## src/rtl/qn_pkg.sv

```systemverilog
package qn_pkg;
  localparam logic [31:0] OFF_LAYOUT  = 32'h0000_0050;
  localparam logic [31:0] OFF_CAUSE   = 32'h0000_0060;
  localparam logic [31:0] OFF_ACK     = 32'h0000_0064;
  localparam logic [31:0] OFF_DEVSTAT = 32'h0000_0070;
  localparam logic [31:0] OFF_MSICAP  = 32'h0000_00C0;
  localparam int CAUSE_W    = 2;
  localparam int MSI_EN_BIT = 16;
endpackage

```

## src/rtl/qn_notify_decode.sv

```systemverilog
module qn_notify_decode #(
  parameter int NUM_QUEUES = 8,
  parameter int QIDX_W     = 3
) (
  input  logic              wr_en,
  input  logic [31:0]       addr,
  input  logic [31:0]       wdata,
  input  logic [15:0]       base,
  input  logic [15:0]       mult,
  output logic              hit,
  output logic [QIDX_W-1:0] qidx
);
  logic [31:0]           base_w;
  logic [31:0]           mult_w;
  logic [NUM_QUEUES-1:0] slot_match;
  logic                  shared_hit;

  assign base_w = {16'h0000, base};
  assign mult_w = {16'h0000, mult};

  // one comparator per queue against its own doorbell address
  genvar g;
  generate
    for (g = 0; g < NUM_QUEUES; g++) begin : g_slot
      logic [31:0] slot_addr;
      assign slot_addr     = base_w + (mult_w * 32'(g));
      assign slot_match[g] = (mult != 16'h0000) && (addr == slot_addr);
    end
  endgenerate

  // zero stride: single shared address, queue index carried in the data
  assign shared_hit = (mult == 16'h0000) && (addr == base_w) &&
                      (wdata < 32'(NUM_QUEUES));

  always_comb begin
    hit  = 1'b0;
    qidx = '0;
    if (wr_en) begin
      if (shared_hit) begin
        hit  = 1'b1;
        qidx = wdata[QIDX_W-1:0];
      end else begin
        for (int q = NUM_QUEUES - 1; q >= 0; q--) begin
          if (slot_match[q]) begin
            hit  = 1'b1;
            qidx = QIDX_W'(q);
          end
        end
      end
    end
  end
endmodule

```

## src/rtl/qn_irq_cause.sv

```systemverilog
module qn_irq_cause #(
  parameter int CAUSE_W = 2
) (
  input  logic               clk,
  input  logic               rst,
  input  logic [CAUSE_W-1:0] evt,
  input  logic               msi_en,
  input  logic               clr_en,
  input  logic [CAUSE_W-1:0] clr_mask,
  output logic [CAUSE_W-1:0] cause,
  output logic               irq
);
  logic [CAUSE_W-1:0] set_bits;
  logic [CAUSE_W-1:0] clr_bits;
  logic [CAUSE_W-1:0] cause_nxt;

  assign set_bits  = msi_en ? '0 : evt;
  assign clr_bits  = clr_en ? clr_mask : '0;
  // a new event outranks an acknowledge of the same bit
  assign cause_nxt = (cause & ~clr_bits) | set_bits;

  always_ff @(posedge clk) begin
    if (rst) begin
      cause <= '0;
      irq   <= 1'b0;
    end else begin
      cause <= cause_nxt;
      irq   <= (|cause_nxt) && !msi_en;
    end
  end
endmodule

```

## src/rtl/qn_doorbell_regs.sv

```systemverilog
module qn_doorbell_regs
  import qn_pkg::*;
#(
  parameter int ADDR_W     = 12,
  parameter int NUM_QUEUES = 8,
  parameter int QIDX_W     = (NUM_QUEUES > 1) ? $clog2(NUM_QUEUES) : 1
) (
  input  logic              clk,
  input  logic              rst,
  input  logic              bus_wr,
  input  logic              bus_rd,
  input  logic [ADDR_W-1:0] bus_addr,
  input  logic [31:0]       bus_wdata,
  output logic [31:0]       bus_rdata,
  input  logic [15:0]       cfg_base,
  input  logic [15:0]       cfg_mult,
  input  logic              msi_enable,
  input  logic              evt_used,
  input  logic              evt_cfg,
  output logic              notify_valid,
  output logic [QIDX_W-1:0] notify_queue,
  output logic              irq,
  output logic [31:0]       dev_status
);
  localparam logic [15:0] QCOUNT = 16'(NUM_QUEUES);

  logic [31:0]        addr_w;
  logic               dec_hit;
  logic [QIDX_W-1:0]  dec_q;
  logic               wr_fixed;
  logic               ack_wr;
  logic [CAUSE_W-1:0] int_cause;
  logic [31:0]        rd_mux;

  assign addr_w = 32'(bus_addr);

  qn_notify_decode #(
    .NUM_QUEUES(NUM_QUEUES),
    .QIDX_W    (QIDX_W)
  ) u_decode (
    .wr_en(bus_wr),
    .addr (addr_w),
    .wdata(bus_wdata),
    .base (cfg_base),
    .mult (cfg_mult),
    .hit  (dec_hit),
    .qidx (dec_q)
  );

  // fixed registers only see writes the doorbell decode did not claim
  assign wr_fixed = bus_wr && !dec_hit;
  assign ack_wr   = wr_fixed && (addr_w == OFF_ACK);

  qn_irq_cause #(
    .CAUSE_W(CAUSE_W)
  ) u_cause (
    .clk     (clk),
    .rst     (rst),
    .evt     ({evt_cfg, evt_used}),
    .msi_en  (msi_enable),
    .clr_en  (ack_wr),
    .clr_mask(bus_wdata[CAUSE_W-1:0]),
    .cause   (int_cause),
    .irq     (irq)
  );

  always_ff @(posedge clk) begin
    if (rst) begin
      notify_valid <= 1'b0;
      notify_queue <= '0;
    end else begin
      notify_valid <= dec_hit;
      if (dec_hit) notify_queue <= dec_q;
    end
  end

  always_ff @(posedge clk) begin
    if (rst) begin
      dev_status <= '0;
    end else if (wr_fixed && (addr_w == OFF_DEVSTAT)) begin
      dev_status <= bus_wdata;
    end
  end

  always_comb begin
    unique case (addr_w)
      OFF_LAYOUT:  rd_mux = {cfg_mult, cfg_base};
      OFF_CAUSE:   rd_mux = {{(32-CAUSE_W){1'b0}}, int_cause};
      OFF_DEVSTAT: rd_mux = dev_status;
      OFF_MSICAP:  rd_mux = {{(31-MSI_EN_BIT){1'b0}}, msi_enable, QCOUNT};
      default:     rd_mux = 32'h0000_0000;
    endcase
  end

  always_ff @(posedge clk) begin
    if (rst) bus_rdata <= '0;
    else     bus_rdata <= bus_rd ? rd_mux : 32'h0000_0000;
  end
endmodule

```

## config.mk

```make
export PLATFORM = sky130hd
export DESIGN_NAME = qn_doorbell_regs
export DESIGN_NICKNAME = d
export VERILOG_FILES = /design/src/rtl/qn_pkg.sv /design/src/rtl/qn_notify_decode.sv /design/src/rtl/qn_irq_cause.sv /design/src/rtl/qn_doorbell_regs.sv
export SDC_FILE = /design/constraint.sdc
export NUM_CORES = 1
export LEC_CHECK = 0
export BUFFER_PORTS_ARGS = -buffer_cell sky130_fd_sc_hd__buf_4
export CAP_MARGIN = 10
export CELL_PAD_IN_SITES_DETAIL_PLACEMENT = 1
export CELL_PAD_IN_SITES_GLOBAL_PLACEMENT = 1
export CORE_MARGIN = 1
export CORE_UTILIZATION = 40
export DETAILED_ROUTE_END_ITERATION = 16
export PLACE_DENSITY = 0.76
export RECOVER_POWER = 50
export SLEW_MARGIN = 20
export SYNTH_ARGS = -nofsm -noshare
export SYNTH_HDL_FRONTEND = slang
export SYNTH_SLANG_ARGS = --single-unit
```

## constraint.sdc

```tcl
create_clock -name clk -period 6.6 [get_ports clk]
set_input_delay 1.98 -clock clk [delete_from_list [all_inputs] [get_ports clk]]
set_output_delay 1.98 -clock clk [all_outputs]
set_load 0.01 [all_outputs]
```

==> results.py, run 1 <==
metrics = {
    "outcome": {
        "outcome": "complete, but fails checks",
        "violations": "negative setup slack",
    },
    "yosys": {
        "ys_top_cells_by_area": "ha_1 18%, dfxtp_1 12%, xnor2_1 7.2%",
        "syn_area_per_cell_sq_um": 7.78,
        "synth_nets": 1815,
        "synth-edff-count": 0,
        "yosysWarnings": 0,
        "ys.flop_type": "dfxtp_1",
        "synth_cell_type_count": 90,
        "netlist_area_sq_um": 12000,
        "synth_top_area_frac": 0.180,
        "ys_seq_elements": 71,
        "yosysTopAreaCell": "ha_1",
        "synth_cells": 1537,
        "yosysSeqAreaShare": 0.119,
        "async_reset_ff_frac": 0,
    },
    "flow_run": {
        "drv_cap": 0,
    },
    "critical_path": {
        "worstSetupPathType": "in -> reg",
        "startpoint": "cfg_mult[5]",
        "startpoint_type": "input port",
        "slowest_delay_ns": 0.59,
        "r2r-start": "u_cause.cause[0]",
        "critical_path_peak_fanout": 6,
        "cp_data_arrival_time_ns": 7.33,
        "cpMostUsedCell": "buf_4",
        "cpMaxStageDelayCell": "fa_1",
        "ff2ff_setup_slack_ns": 5.26,
        "worstPathRequired_ns": 6.81,
        "cp-end-kind": "flip-flop",
    },
    "hold_path": {
        "worstHoldStart": "notify_queue[2]",
        "hp-class": "reg -> reg",
    },
    "cts": {
        "clock-sinks": 71,
        "cts_buffer_depth": 2,
        "clk_pin_slew_worst_paths_ns": 0.07,
        "insertion_delay_ns": 0.35,
        "cts_root_buf": "clkbuf_16",
        "cts_max_level": 3,
        "cts_tree": "done",
        "cts_buffers": 9,
        "hold_buffers": 0,
    },
    "sta": {
        "max_freq_ghz": 0.140,
        "min_period_over_period": 1.08,
        "setup_slack_ns": -0.524,
        "worstMarginPinSlew_ns": 0.988,
        "finalCriticalPeriod_ns": 7.12,
        "clock_skew_ns": 0.0104,
        "finalHoldViolations": 0,
        "holdWs_ns": 0.537,
        "setup-violations-final": 39,
        "drv_slew": 0,
        "max_slew_margin": 0.336,
        "rsz0062_at_grt": "true",
    },
    "floorplanning": {
        "dieArea_sq_um": 30600,
        "io_pins": 152,
        "die_y_um": 175,
        "core_area_sq_um": 29100,
        "rows": 62,
        "start_util": 0.411,
        "die_width_um": 175,
    },
    "grt": {
        "grt_max_degree": 41,
        "antenna_found_initial": 1,
        "grt_pass1_wl_um": 85000,
        "overflow": 0,
        "grt.total_usage": 0.360,
        "grt_pass1_vias": 14700,
    },
    "placement": {
        "portBuffers": 151,
        "dpl_cell_area_sq_um": 15300,
        "dp.cells": 2281,
        "gp_routability_congestion": 0.934,
        "dp_hpwl_um": 42800,
    },
    "cells_and_area": {
        "final_util": 0.555,
        "multiInputGateArea_sq_um": 10500,
        "stdcell_area_sq_um": 16200,
        "fillCellCount": 3634,
        "drive_above_1_share": 0.257,
        "stdcell_count": 2332,
        "nNetsFinal": 2220,
        "syn2layout_area_growth_pct": 35.1,
        "regArea_sq_um": 1420,
    },
    "route": {
        "wirelength_um": 57400,
        "drc_errors": 0,
        "drtIter0Drc": 922,
        "drt.antenna.violating_nets": 0,
        "firstDrtPassIters": 7,
        "num_vias": 14300,
        "post_drt_wl_per_cell_um": 24.6,
        "vias_per_cell": 6.14,
    },
    "pwr": {
        "peakVddDrop_v": 0.000137,
        "power_density_nw_per_um2": 230,
        "p_leak_nw": 7.01,
    },
}
[layout by cell type, fill, tap and decap left out, types with 8 or more instances in the layout]
cell       instances
buf_4            384
o21ai_1            8
o21ai_0           69
and2_1             9
a21o_1            43
xnor2_1           95
nand3b_1          10
nor2b_1           25
a21oi_2            9
o21bai_1          16
o31ai_1            9
clkbuf_1          50
a21oi_1          130
a211oi_1          18
ha_1             165
inv_1             59
mux2i_1           27
a22oi_1           30
nand3_1           36
nor2_1           153
nand2_1           98
dfxtp_1           71
o21a_1            16
nor4_1            17
and3_1            14
xor2_1            57
fa_1              20
nand4_1           34
nor3_1            25
a31oi_1           10
o211ai_1          16
clkbuf_16         10
nand2b_1          16
[cell usage after synthesis, drive strengths merged (23+ instances only)]
cell type  count
a211oi        25
a21o          43
a21oi        139
a22oi         30
clkbuf        32
dfxtp         71
fa            23
ha           172
inv           59
mux2i         39
nand2         99
nand3         37
nand4         34
nor2         156
nor2b         27
nor3          27
nor4          23
o21ai         80
xnor2         99
xor2          57
[path summary, 6_finish.rpt]
check | endpoint | cells past startpoint
worst max register to register | u_cause.irq | 3
worst min-delay path | notify_queue[2] | 2
worst max-delay path | dev_status[4] | 32
worst min register to register | notify_queue[2] | 2
[per-layer routing]
layer	vias up	wire, um	GRT usage
li1	6529	-	-
met1	7073	24300	0.450
met2	558	27100	0.626
met3	147	3350	0.0348
met4	0	2700	0.157
met5	-	0	0
[power by group]
part | internal, mW | switching [mW] | leakage [nW] | total (mW)
Combinational | 1.29 | 1.45 | 6.28 | 2.74
Clock | 0.336 | 0.212 | 0.158 | 0.549
Sequential | 0.430 | 0.00109 | 0.572 | 0.431
Total | 2.06 | 1.66 | 7.01 | 3.72
[per-stage QoR]
stage	worst slack [ns]	setup TNS, ns	total power [mW]
detailed placement	-1.06	-38.55	2.97
floorplan	0.0135	0	1.93
finish	-0.524	-17.67	3.72
CTS	-0.264	-7.63	3.61
global placement	-0.739	-27.32	2.89
global route	-0.698	-24.48	3.95
[final cells by class]
type / count / area share
clock buffers: 9 / 0.0139
multi-input cells: 1357 / 0.648
repair buffers: 444 / 0.200
diodes: 1 / 0.000155
clock inverters: 7 / 0.00650
inverters: 59 / 0.0137
well taps: 384 / 0.0297
flip-flops and latches: 71 / 0.0880
[repair_timing]
item	CTS	global route
endpoints found under the setup margin	39	39
gates resized for setup	54	34
endpoints found under the hold margin	0	0
buffers inserted	28	8
cloned	1	1
pin swaps	42	29
[worst max-delay path, delay by kind of cell]
family / cells / cell delay, ns
simple gates: 4 / 0.77
compound gates: 3 / 0.42
fa+ha+maj: 2 / 0.75
xor+xnor: 1 / 0.22
mux: 2 / 0.46
buf+inv: 20 / 2.70
[sequential cells by signal, summed over array words and instances (netlist names)]
register,count
bus_rdata,32
dev_status,32
notify_queue,3
u_cause.cause,2
notify_valid,1
u_cause.irq,1
[cells by family (layout without fill, tap and decap cells)]
family | count (synthesis) | count (layout) | share of synthesized area
and+or+nand+nor | 491 | 491 | 0.205
AOI/OAI and AO/OA | 473 | 473 | 0.266
adders and majority gates | 195 | 195 | 0.218
xor gates and xnor gates | 156 | 156 | 0.115
buffers and inverters | 109 | 519 | 0.0403
DFF | 71 | 71 | 0.119
muxes | 42 | 42 | 0.0365
other | 0 | 1 | 0
No activity file was read; power rests on OpenSTA's default activity.
==> run 2: changes to the inputs <==
--- a/config.mk
+++ b/config.mk
@@ -7,12 +7,10 @@
 export LEC_CHECK = 0
 export BUFFER_PORTS_ARGS = -buffer_cell sky130_fd_sc_hd__buf_4
 export CAP_MARGIN = 10
-export CELL_PAD_IN_SITES_DETAIL_PLACEMENT = 1
-export CELL_PAD_IN_SITES_GLOBAL_PLACEMENT = 1
 export CORE_MARGIN = 1
 export CORE_UTILIZATION = 40
 export DETAILED_ROUTE_END_ITERATION = 16
-export PLACE_DENSITY = 0.76
+export PLACE_DENSITY = 0.59
 export RECOVER_POWER = 50
 export SLEW_MARGIN = 20
 export SYNTH_ARGS = -nofsm -noshare
==> run 2 against run 1 <==
  * The flow still finishes with violations (negative setup slack)
  * Critical endpoint is now dev_status[22]
  * Flip-flop and latch count is the same
  * Maximum frequency up 4.8%
  * Die area stayed put
  * Cell count shrank 1.6%
  * Critical path depth decreased by 2
  * Worst setup slack improved by 0.33 ns
==> results.py, run 2 (synthesized netlist as in run 1, its figures left out) <==
metrics = {
    "outcome": {
        "outcome": "complete, but fails checks",
        "violations": "negative setup slack",
    },
    "placement": {
        "gp_routability_congestion": 0.969,
        "dp.cells": 2238,
        "dp_hpwl_um": 36400,
        "portBuffers": 151,
    },
    "grt": {
        "grt.total_usage": 0.307,
        "antenna_found_initial": 0,
        "overflow": 0,
        "grt_max_degree": 41,
        "grt_pass1_wl_um": 72700,
        "grt_pass1_vias": 12800,
    },
    "cts": {
        "cts_buffer_depth": 2,
        "clock-sinks": 71,
        "cts_root_buf": "clkbuf_16",
        "cts_tree": "done",
        "insertion_delay_ns": 0.33,
        "cts_max_level": 3,
        "cts_buffers": 9,
        "clk_pin_slew_worst_paths_ns": 0.05,
        "hold_buffers": 0,
    },
    "sta": {
        "setup_tns_ns": -5.47,
        "finalCriticalPeriod_ns": 6.79,
        "min_period_over_period": 1.03,
        "worstMarginPinSlew_ns": 0.770,
        "clock_skew_ns": 0.00330,
        "setup_slack_ns": -0.195,
        "finalHoldViolations": 0,
        "max_freq_ghz": 0.147,
        "setup-violations-final": 38,
        "max_slew_margin": 0.473,
        "drv_slew": 0,
        "rsz0062_at_grt": "true",
    },
    "floorplanning": {
        "core_area_sq_um": 29100,
        "io_pins": 152,
        "start_util": 0.411,
        "die_y_um": 175,
        "rows": 62,
        "die_width_um": 175,
        "dieArea_sq_um": 30600,
    },
    "cells_and_area": {
        "final_common_cell": "buf_4",
        "drive_above_1_share": 0.241,
        "stdcell_count": 2294,
        "syn2layout_area_growth_pct": 32.3,
        "final_cell_mix": "342 x buf_4, 161 x ha_1, 153 x nor2_1",
        "top_regs": "bus_rdata (32), dev_status (32), notify_queue (3)",
        "nNetsFinal": 2184,
        "diodes": 0,
    },
    "route": {
        "wirelength_um": 48000,
        "vias_per_cell": 5.87,
        "firstDrtPassIters": 5,
        "num_vias": 13500,
        "drt.antenna.violating_nets": 0,
        "drtIter0Drc": 1173,
        "drc_errors": 0,
        "post_drt_wl_per_cell_um": 20.9,
    },
    "critical_path": {
        "cpMaxStageDelayCell": "fa_2",
        "critical_path_peak_fanout": 12,
        "critPathTopFamily": "buffers and inverters",
        "crit_buf_inv": 18,
        "cpMostUsedCell": "buf_4",
        "cp_data_arrival_time_ns": 7.00,
        "worstPathRequired_ns": 6.80,
        "startpoint_type": "input port",
        "cp-end-kind": "flip-flop",
        "worstSetupPathType": "in -> reg",
        "slowest_delay_ns": 0.48,
    },
    "pwr": {
        "p_leak_nw": 6.79,
        "power_density_nw_per_um2": 220,
        "peakVddDrop_v": 0.000123,
    },
    "flow_run": {
        "drv_cap": 0,
    },
    "hold_path": {
        "hp-class": "reg -> reg",
    },
}
## run 2: changes by cell type in the layout (fill, tap and decap cells not counted), moves of 5 or more
cell     change
mux2i_4      -6
buf_4       -42
mux2i_2      -5
buf_6        +5
ha_4         +6
mux2i_1     +11
## run 2: path summary, 6_finish.rpt
check | endpoint | from | cells after the start | slack [ns]
min reg2reg | dev_status[13] | dev_status[13] | 2 | 0.52
max reg2reg | u_cause.irq | u_cause.cause[0] | 3 | 5.35
min | dev_status[13] | dev_status[13] | 2 | 0.52
max | dev_status[22] | cfg_mult[2] | 30 | -0.19
## run 2: layout make-up
cell class / count / area [sq um]
timing repair buffer: 408 / 2980
clock inverter: 4 / 22.5
clock buffer: 11 / 243
tap: 384 / 480
sequential: 71 / 1420
fill: 2880 / 13300
multi-input combinational: 1357 / 10500
inverter: 59 / 221
## run 2: per-layer routing
metal  track usage  part of all wire  vias to the layer above
li1              -                 -                     6459
met1         0.396              0.42                     6342
met2         0.527              0.46                      585
met3        0.0352             0.081                       85
met4         0.107             0.034                        0
met5             0                 0                        -
## run 2: timing repair
item	4_1_cts	5_1_grt
pin swaps	68	27
cloned	1	0
setup buffers	42	2
resized for setup	85	12
setup endpoints to repair	39	39
## run 2: stage by stage
step | instance area [sq um] | hold slack, ns | util | total power, mW | setup WS [ns]
after floorplan | 12000 | 0.504 | - | 1.93 | 0.0135
after global placement | 15000 | 0.501 | 0.515 | 2.84 | -0.641
after detailed placement | 15000 | 0.510 | 0.515 | 2.85 | -0.753
after CTS | 16000 | 0.522 | 0.549 | 3.44 | -0.0282
after global routing | 15800 | 0.536 | 0.544 | 3.74 | -0.463
final | 15800 | 0.518 | 0.544 | 3.49 | -0.195
## run 2: worst register-to-register path, delay by kind of cell (launching register included)
kind | cells | cell delay (ns)
flops | 1 | 0.32
simple gates | 1 | 0.13
compound gates | 2 | 0.65
## run 2: power by group
part	leakage, nW	internal [mW]	switching [mW]
Sequential	0.572	0.430	0.000976
Clock	0.131	0.260	0.171
Combinational	6.08	1.26	1.37
Total	6.79	1.95	1.54
